`src/rtl/dir_round_pkg.sv`:
```
package dir_round_pkg;
  typedef enum logic [1:0] {
    RM_NEAREST = 2'b00,
    RM_ZERO    = 2'b01,
    RM_PLUS    = 2'b10,
    RM_MINUS   = 2'b11
  } rmode_e;
endpackage

```
`src/rtl/rnd_decide.sv`:
```
module rnd_decide
  import dir_round_pkg::*;
(
  input  logic       lsb,
  input  logic       guard_b,
  input  logic       round_b,
  input  logic       sticky,
  input  logic       sign,
  input  logic [1:0] mode,
  output logic       incr,
  output logic       inexact,
  output logic       to_inf
);
  logic lost;
  assign lost = guard_b | round_b | sticky;

  always_comb begin
    incr = 1'b0;
    if (lost) begin
      unique case (mode)
        RM_NEAREST: incr = guard_b & (round_b | sticky | lsb);
        RM_ZERO:    incr = 1'b0;
        RM_PLUS:    incr = ~sign;
        RM_MINUS:   incr = sign;
        default:    incr = 1'b0;
      endcase
    end
  end

  always_comb begin
    unique case (mode)
      RM_NEAREST: to_inf = 1'b1;
      RM_ZERO:    to_inf = 1'b0;
      RM_PLUS:    to_inf = ~sign;
      RM_MINUS:   to_inf = sign;
      default:    to_inf = 1'b1;
    endcase
  end

  assign inexact = lost;

  // toward-zero mode must never request an increment
  always_comb begin
    a_r4_zero_no_incr: assert (!(mode == RM_ZERO && incr));
  end
endmodule

```
`src/rtl/rnd_incr.sv`:
```
module rnd_incr #(
  parameter int W = 24
) (
  input  logic [W-1:0] a,
  input  logic         inc,
  output logic [W:0]   sum
);
  logic [W:0] carry;
  assign carry[0] = inc;

  for (genvar i = 0; i < W; i++) begin : g_bit
    assign sum[i]     = a[i] ^ carry[i];
    assign carry[i+1] = a[i] & carry[i];
  end
  assign sum[W] = carry[W];
endmodule

```
`src/rtl/dir_round_unit.sv`:
```
module dir_round_unit
  import dir_round_pkg::*;
#(
  parameter int MANT_W = 24
) (
  input  logic              clk,
  input  logic              rst_n,
  input  logic              in_valid,
  output logic              in_ready,
  input  logic [MANT_W+1:0] in_mant,
  input  logic              in_sticky,
  input  logic              in_sign,
  input  logic [1:0]        in_mode,
  output logic              out_valid,
  input  logic              out_ready,
  output logic [MANT_W:0]   out_mant,
  output logic              out_rounded_up,
  output logic              out_inexact,
  output logic              out_to_inf
);
  localparam int IN_W = MANT_W + 2;

  logic [MANT_W-1:0] shifted;
  logic              inc_c, inx_c, inf_c;
  logic [MANT_W:0]   sum_c;
  logic              in_fire;

  assign shifted = in_mant[IN_W-1:2];

  rnd_decide u_decide (
    .lsb     (in_mant[2]),
    .guard_b (in_mant[1]),
    .round_b (in_mant[0]),
    .sticky  (in_sticky),
    .sign    (in_sign),
    .mode    (in_mode),
    .incr    (inc_c),
    .inexact (inx_c),
    .to_inf  (inf_c)
  );

  rnd_incr #(.W(MANT_W)) u_incr (
    .a   (shifted),
    .inc (inc_c),
    .sum (sum_c)
  );

  assign in_ready = ~out_valid | out_ready;
  assign in_fire  = in_valid & in_ready;

  always_ff @(posedge clk) begin
    if (!rst_n) begin
      out_valid      <= 1'b0;
      out_mant       <= '0;
      out_rounded_up <= 1'b0;
      out_inexact    <= 1'b0;
      out_to_inf     <= 1'b0;
    end else if (in_ready) begin
      out_valid <= in_valid;
      if (in_valid) begin
        out_mant       <= sum_c;
        out_rounded_up <= inc_c;
        out_inexact    <= inx_c;
        out_to_inf     <= inf_c;
      end
    end
  end

  // exact input passes through unchanged
  a_r2_exact_passthru: assert property (@(posedge clk) disable iff (!rst_n)
    in_fire && in_mant[1:0] == 2'b00 && !in_sticky
    |=> out_mant == {1'b0, $past(shifted)} && !out_inexact && !out_rounded_up);

  // any dropped bit raises inexact
  a_r6_inexact_set: assert property (@(posedge clk) disable iff (!rst_n)
    in_fire && (in_mant[1:0] != 2'b00 || in_sticky) |=> out_inexact);

  // nearest mode always saturates to infinity
  a_r7_nearest_inf: assert property (@(posedge clk) disable iff (!rst_n)
    in_fire && in_mode == RM_NEAREST |=> out_to_inf);

  // a round-up result is one above the shifted input
  a_r8_up_plus_one: assert property (@(posedge clk) disable iff (!rst_n)
    in_fire |=> out_mant == {1'b0, $past(shifted)} + (MANT_W+1)'(out_rounded_up));

  // stalled output holds
  a_r10_hold: assert property (@(posedge clk) disable iff (!rst_n)
    out_valid && !out_ready |=> out_valid && $stable(out_mant)
      && $stable(out_rounded_up) && $stable(out_inexact) && $stable(out_to_inf));

  // no acceptance while stalled
  a_r10_no_accept: assert property (@(posedge clk) disable iff (!rst_n)
    out_valid && !out_ready |-> !in_ready);
endmodule

```
`config.mk`:
```
export PLATFORM = sky130hd
export DESIGN_NAME = dir_round_unit
export DESIGN_NICKNAME = d
export VERILOG_FILES = /design/src/rtl/dir_round_pkg.sv /design/src/rtl/rnd_decide.sv /design/src/rtl/rnd_incr.sv /design/src/rtl/dir_round_unit.sv
export SDC_FILE = /design/constraint.sdc
export NUM_CORES = 1
export LEC_CHECK = 0
export BUFFER_PORTS_ARGS = -buffer_cell sky130_fd_sc_hd__buf_2
export CAP_MARGIN = 20
export CORE_MARGIN = 4
export CORE_UTILIZATION = 47
export CTS_CLUSTER_DIAMETER = 30
export DETAILED_ROUTE_END_ITERATION = 6
export PLACE_DENSITY = 0.76
export SYNTH_ARGS = -nofsm -noshare
export SYNTH_HDL_FRONTEND = slang
export SYNTH_HIERARCHICAL = 1
export SYNTH_SLANG_ARGS = --single-unit
export TNS_END_PERCENT = 10
```
`constraint.sdc`:
```
create_clock -name clk -period 6.6 [get_ports clk]
set_input_delay 0.33 -clock clk [delete_from_list [all_inputs] [get_ports clk]]
set_output_delay 0.33 -clock clk [all_outputs]
set_load 0.01 [all_outputs]
```
# Word-level counts from Yosys, hierarchy flattened
# Cells that the tools add are included.
[op_classes]
bitwise = 56
n_lt_le_gt_ge = 0
n_eq_ne = 3
muxes = 3
addsub = 0
n_div = 0
n_reduce_logical = 2
multipliers = 0
shift = 0
[op_table]
columns = ["operator", "count"]
rows = [
  ["$and 1x1->1", 25],
  ["$xor 1x1->1", 24],
  ["$pmux 1 s4", 2],
  ["$or 1x1->1", 5],
  ["$eq 2x2->1 const B", 2],
  ["$eq 2x1->1 const B", 1],
  ["$logic_not 2->1", 1],
  ["$not 1->1", 2],
  ["$reduce_and 2->1", 1],
  ["$mux 1", 1],
]
[totals]
wordCells = 69
reg_bits = 29
n_memories = 0
out_inout_bits = 30
latch_bits = 0
ramBits = 0
romBits = 0

# Logic depth before layout (Yosys ltp)
[logic_depth]
word_depth = 29
ltp_mapped = 28
depth_no_buf = 28

# Hierarchy
# Netlist, hierarchy kept.
[by_module_without_submodules]
columns = ["mod", "n_inst", "seq_area_each_um2", "cells_each", "area_per_inst_um2"]
rows = [
  ["dir_round_unit", 1, 580.6, 126, 1189.9],
  ["rnd_incr", 1, 0.0, 24, 300.3],
  ["rnd_decide", 1, 0.0, 6, 55.1],
]

# Least setup slack after synthesis
# Ideal clock, no wire load.
[synth_path]
path_type = "input to register"
from = "in in_mant[1]"
to = "reg out_mant[23]"
path_buffers = 0
setup_time_ps = 119
arrival_ps = 5158
path_stages = 28
required_time_ps = 6481
slack_ps = 1324
path_cell_list = "or3_4 > o2111a_1 > ha_1 > ha_1 > ha_1 > ha_1 > ha_1 > ha_1 > ha_1 > ha_1 > ha_1 > ha_1 > ha_1 > ha_1 > ha_1 > ha_1 > ha_1 > ha_1 > ha_1 > ha_1 > ha_1 > ha_1 > ha_1 > ha_1 > ha_1 > ha_1 > nand2_1 > mux2i_1"
[synth_between]
elab_chain_len = 27
[synth_lines]
columns = ["item", "line_no", "source"]
rows = [
  ["from (decl)", "dir_round_unit.sv:10", "input logic [MANT_W+1:0] in_mant,"],
  ["$and 1x1->1 or $or 1x1->1 (tied branches)", "rnd_decide.sv:21, rnd_decide.sv:15", ""],
  ["$pmux 1 s4 or $or 1x1->1 (tied branches)", "rnd_decide.sv:20, rnd_decide.sv:15", ""],
  ["$mux 1 (*)", "rnd_decide.sv:19", "if (lost) begin"],
  ["net inc_c", "dir_round_unit.sv:24", "logic inc_c, inx_c, inf_c;"],
  ["$and 1x1->1 (*) (23 in a row)", "rnd_incr.sv:13", "assign carry[i+1] = a[i] & carry[i];"],
  ["$xor 1x1->1 (*)", "rnd_incr.sv:12", "assign sum[i] = a[i] ^ carry[i];"],
  ["net sum_c[23]", "dir_round_unit.sv:25", "logic [MANT_W:0] sum_c;"],
  ["to (signal assigned)", "dir_round_unit.sv:61", "out_mant <= sum_c;"],
  ["to (decl)", "dir_round_unit.sv:16", "output logic [MANT_W:0] out_mant,"],
]
# Mark *: on every way through the listed nets, which the timed path passes. The rest lies on a longest branch.
# A chain may end at the register's enable or synchronous reset.

# Final worst setup path
[layout_path]
from = "in in_mant[1]"
to = "reg out_mant[23]"
[layout_between]
elab_chain_len = 27
[layout_lines]
columns = ["item", "line_no", "source"]
rows = [
  ["$or 1x1->1 (2 in a row)", "rnd_decide.sv:15", "assign lost = guard_b | round_b | sticky;"],
  ["net inx_c", "dir_round_unit.sv:24", ""],
  ["$mux 1", "rnd_decide.sv:19", ""],
  ["net inc_c", "dir_round_unit.sv:24", ""],
  ["$and 1x1->1 (23 in a row)", "rnd_incr.sv:13", ""],
  ["$xor 1x1->1", "rnd_incr.sv:12", ""],
  ["net sum_c[23]", "dir_round_unit.sv:25", ""],
]
# The timed path passes the listed nets, and every way through them passes these cells.

==> impl_results.md <==
* Final Setup Violations at 0
* Startpoint Class: input pin
* Synth warn at 6
* Area of the multi-input gates at ~900 sq um
* Ant diodes at 0
* Total core area at 0.00310 sq mm
* Maximum vdd drop at 0.000126 V
* CTS Sinks at 29
* Net count after synthesis at ~210
* Yosys reg bits at 29
* Fmax at 188 MHz
* Core Util, Final at about three fifths
* Clk slew on worst S/H paths at roughly 0.09 ns
* Hold WC Path Type: input pin to flip-flop
* Final-report max-slew violation count at 0
* Placed Area at roughly 0.0018 sq mm
* Detailed Place HPWL at roughly 2200 um
* Final WL at about 2900 um
* PwrDens at 200 mW/mm^2
* Post_cts resized at 0
* Slowest-stage cell, CP: or3_4
* Worst-case reg-to-reg path depth at 3
* Die W at 65.3 um
* Clk buf depth at 2
* Drc violations at 0
* Num rows at 20
* Gr usage total at around 15%
* Yosys cell types at 17
* Leak at around 1.1 nW
* Top cell by count, worst path: ha_1
* Seq/Total Area, Yosys at between 30% and 40%
* Final Critical Period at between 5 and 6 ns
* Num CTS Buffers at 5
* Die ar. at 0.00427 sq mm
* Via count at 1,212
* Clock root buffer: clkbuf_4
* Critical Path Fanout Max at 2
* Status: finished clean
* Iteration-0 DRC Markers at 71
* Total gr overflow at 0
* # IOs at 64
* Drt via density at 4.63
* Reg area at roughly 580 sq um
* Fin crit share at between 80 and 90%
* Vias in the first global route at 1,135
* Post-synth design cell area at 0.00155 sq mm
* Syn Area/Cell at between 9 and 10 sq um
* WHS at between 0.2 and 0.3 ns
* CP max stage delay at between 0.3 and 0.4 ns
* Area Growth Syn to Fin at 23.0%
* Antenna-violating nets left at 0
* Clk_skew at 0.00553 ns
* Tot Pwr at 0.380 mW
* Hold-fix buffers at CTS at 0
* Die Ht at ~65 um
* Largest net degree at the start of global routing at between 50 and 60
* CP arrival at between 5 and 6 ns
* Setup Buffers After CTS at 0
* Initial antenna violation count at 0
* RSZ-0062 raised after global routing: false
* Clock latency on the worst-skew pair at around 0.32 ns
* Req. time, crit path at 6.80 ns
* Hold Path Depth at 3
* Least-Margin Pin Slew at 0.892 ns
* Most frequent cells in the layout: buf_2, nand2_1, dfxtp_1
* Starting density of the core at around half
* Crit end category: flip-flop
* GPL Wtd Cong at between 0.7 and 0.8
* DRT Pass-1 Iters at 4
* Layout cells sized above 1 at between 30% and 40%
* H-tree depth at 2
* Final setup TNS at 0 ns
* Synthesized instance count at roughly 160
* I/O Buffers at 63
* Critical path class: input pin to flip-flop
* Final Hold Violating Endpoints at 0
* Global-route wire length before repair at ~4800 um
* Nets at between 200 and 300
* CTS tree: built
* Relative slew margins at a little over 40%
* Commonest non-fill, non-tap cell in the layout: buf_2
* Max-Cap Viols at 0
* Drt wl/cell at about 11 um
* Fillers at between 300 and 400
* Post-route design area at about 0.0019 sq mm
## layout make-up
type	count	area share, %
Sequential cell	29	30.5
Clock buffer	7	3.42
Inverter	1	0.197
Multi-Input combinational cell	117	46.1
Timing Repair Buffer	63	16.6
Tap cell	44	2.90
Clock inverter	1	0.263
## worst max-delay path: cells and delay by family
family / cells / cell delay (ns)
buffers and inverters: 1 / 0.10
AND/OR/NAND/NOR: 2 / 0.43
adder cells (fa/ha/maj): 24 / 4.42
AO/OA/AOI/OAI: 1 / 0.16
multiplexers: 1 / 0.07
## cells by family after synthesis
logic type / after synthesis / share of synthesized area [%]
and+or+nand+nor: 61 / 16.7
DFF: 29 / 37.6
muxes: 28 / 18.1
adders and majority gates: 24 / 19.4
buffers and inverters: 10 / 5.75
AOI/OAI and AO/OA: 4 / 2.43
## report_power, final
part           internal (mW)  switching (mW)
sequential             0.187         0.00567
combinational         0.0315          0.0340
clock                 0.0617          0.0601
total                  0.280          0.0999
## layer usage
| layer | global-route usage (%) | routed length [um] | up-vias |
|---|---|---|---|
| li1 | - | - | 642 |
| met1 | 17.3 | 1320 | 524 |
| met2 | 22.8 | 1250 | 41 |
| met3 | 7.52 | 300 | 5 |
| met4 | 6.22 | 42 | 0 |
| met5 | 0 | 0 | - |
## sequential cells by signal (all words and copies together), names as in the netlist
| register | cells |
|---|---|
| out_to_inf | 1 |
| out_valid | 1 |
| out_mant | 25 |
| out_rounded_up | 1 |
| out_inexact | 1 |
## synthesized netlist by cell type
cell type | count | area share [%]
o31a_1 | 1 | 0.57
inv_1 | 1 | 0.24
nand3b_1 | 1 | 0.49
a21boi_0 | 1 | 0.49
o2111a_1 | 1 | 0.73
buf_2 | 2 | 0.65
and2_4 | 1 | 0.57
ha_1 | 24 | 19
a21bo_2 | 1 | 0.65
nand2_1 | 56 | 14
buf_12 | 3 | 3.9
nand2b_4 | 1 | 0.89
dfxtp_1 | 29 | 38
mux2i_1 | 28 | 18
clkbuf_1 | 4 | 0.97
and2_1 | 1 | 0.41
or3_4 | 1 | 0.73
## stage by stage
step / worst slack [ns] / cells
2_1_floorplan: 1.32 / 156
3_3_place_gp: 1.01 / 254
3_5_place_dp: 0.925 / 254
4_1_cts: 1.26 / 262
5_1_grt: 1.05 / 262
6_report: 1.29 / 262
## final timing paths
kind                start           end  slack (ns)
min reg2reg  out_mant[21]  out_mant[21]        0.46
min              in_valid     out_valid        0.26
max            in_mant[1]  out_mant[23]        1.29
max reg2reg     out_valid   out_mant[9]        5.40
No activity file was read; power rests on OpenSTA's default activity.
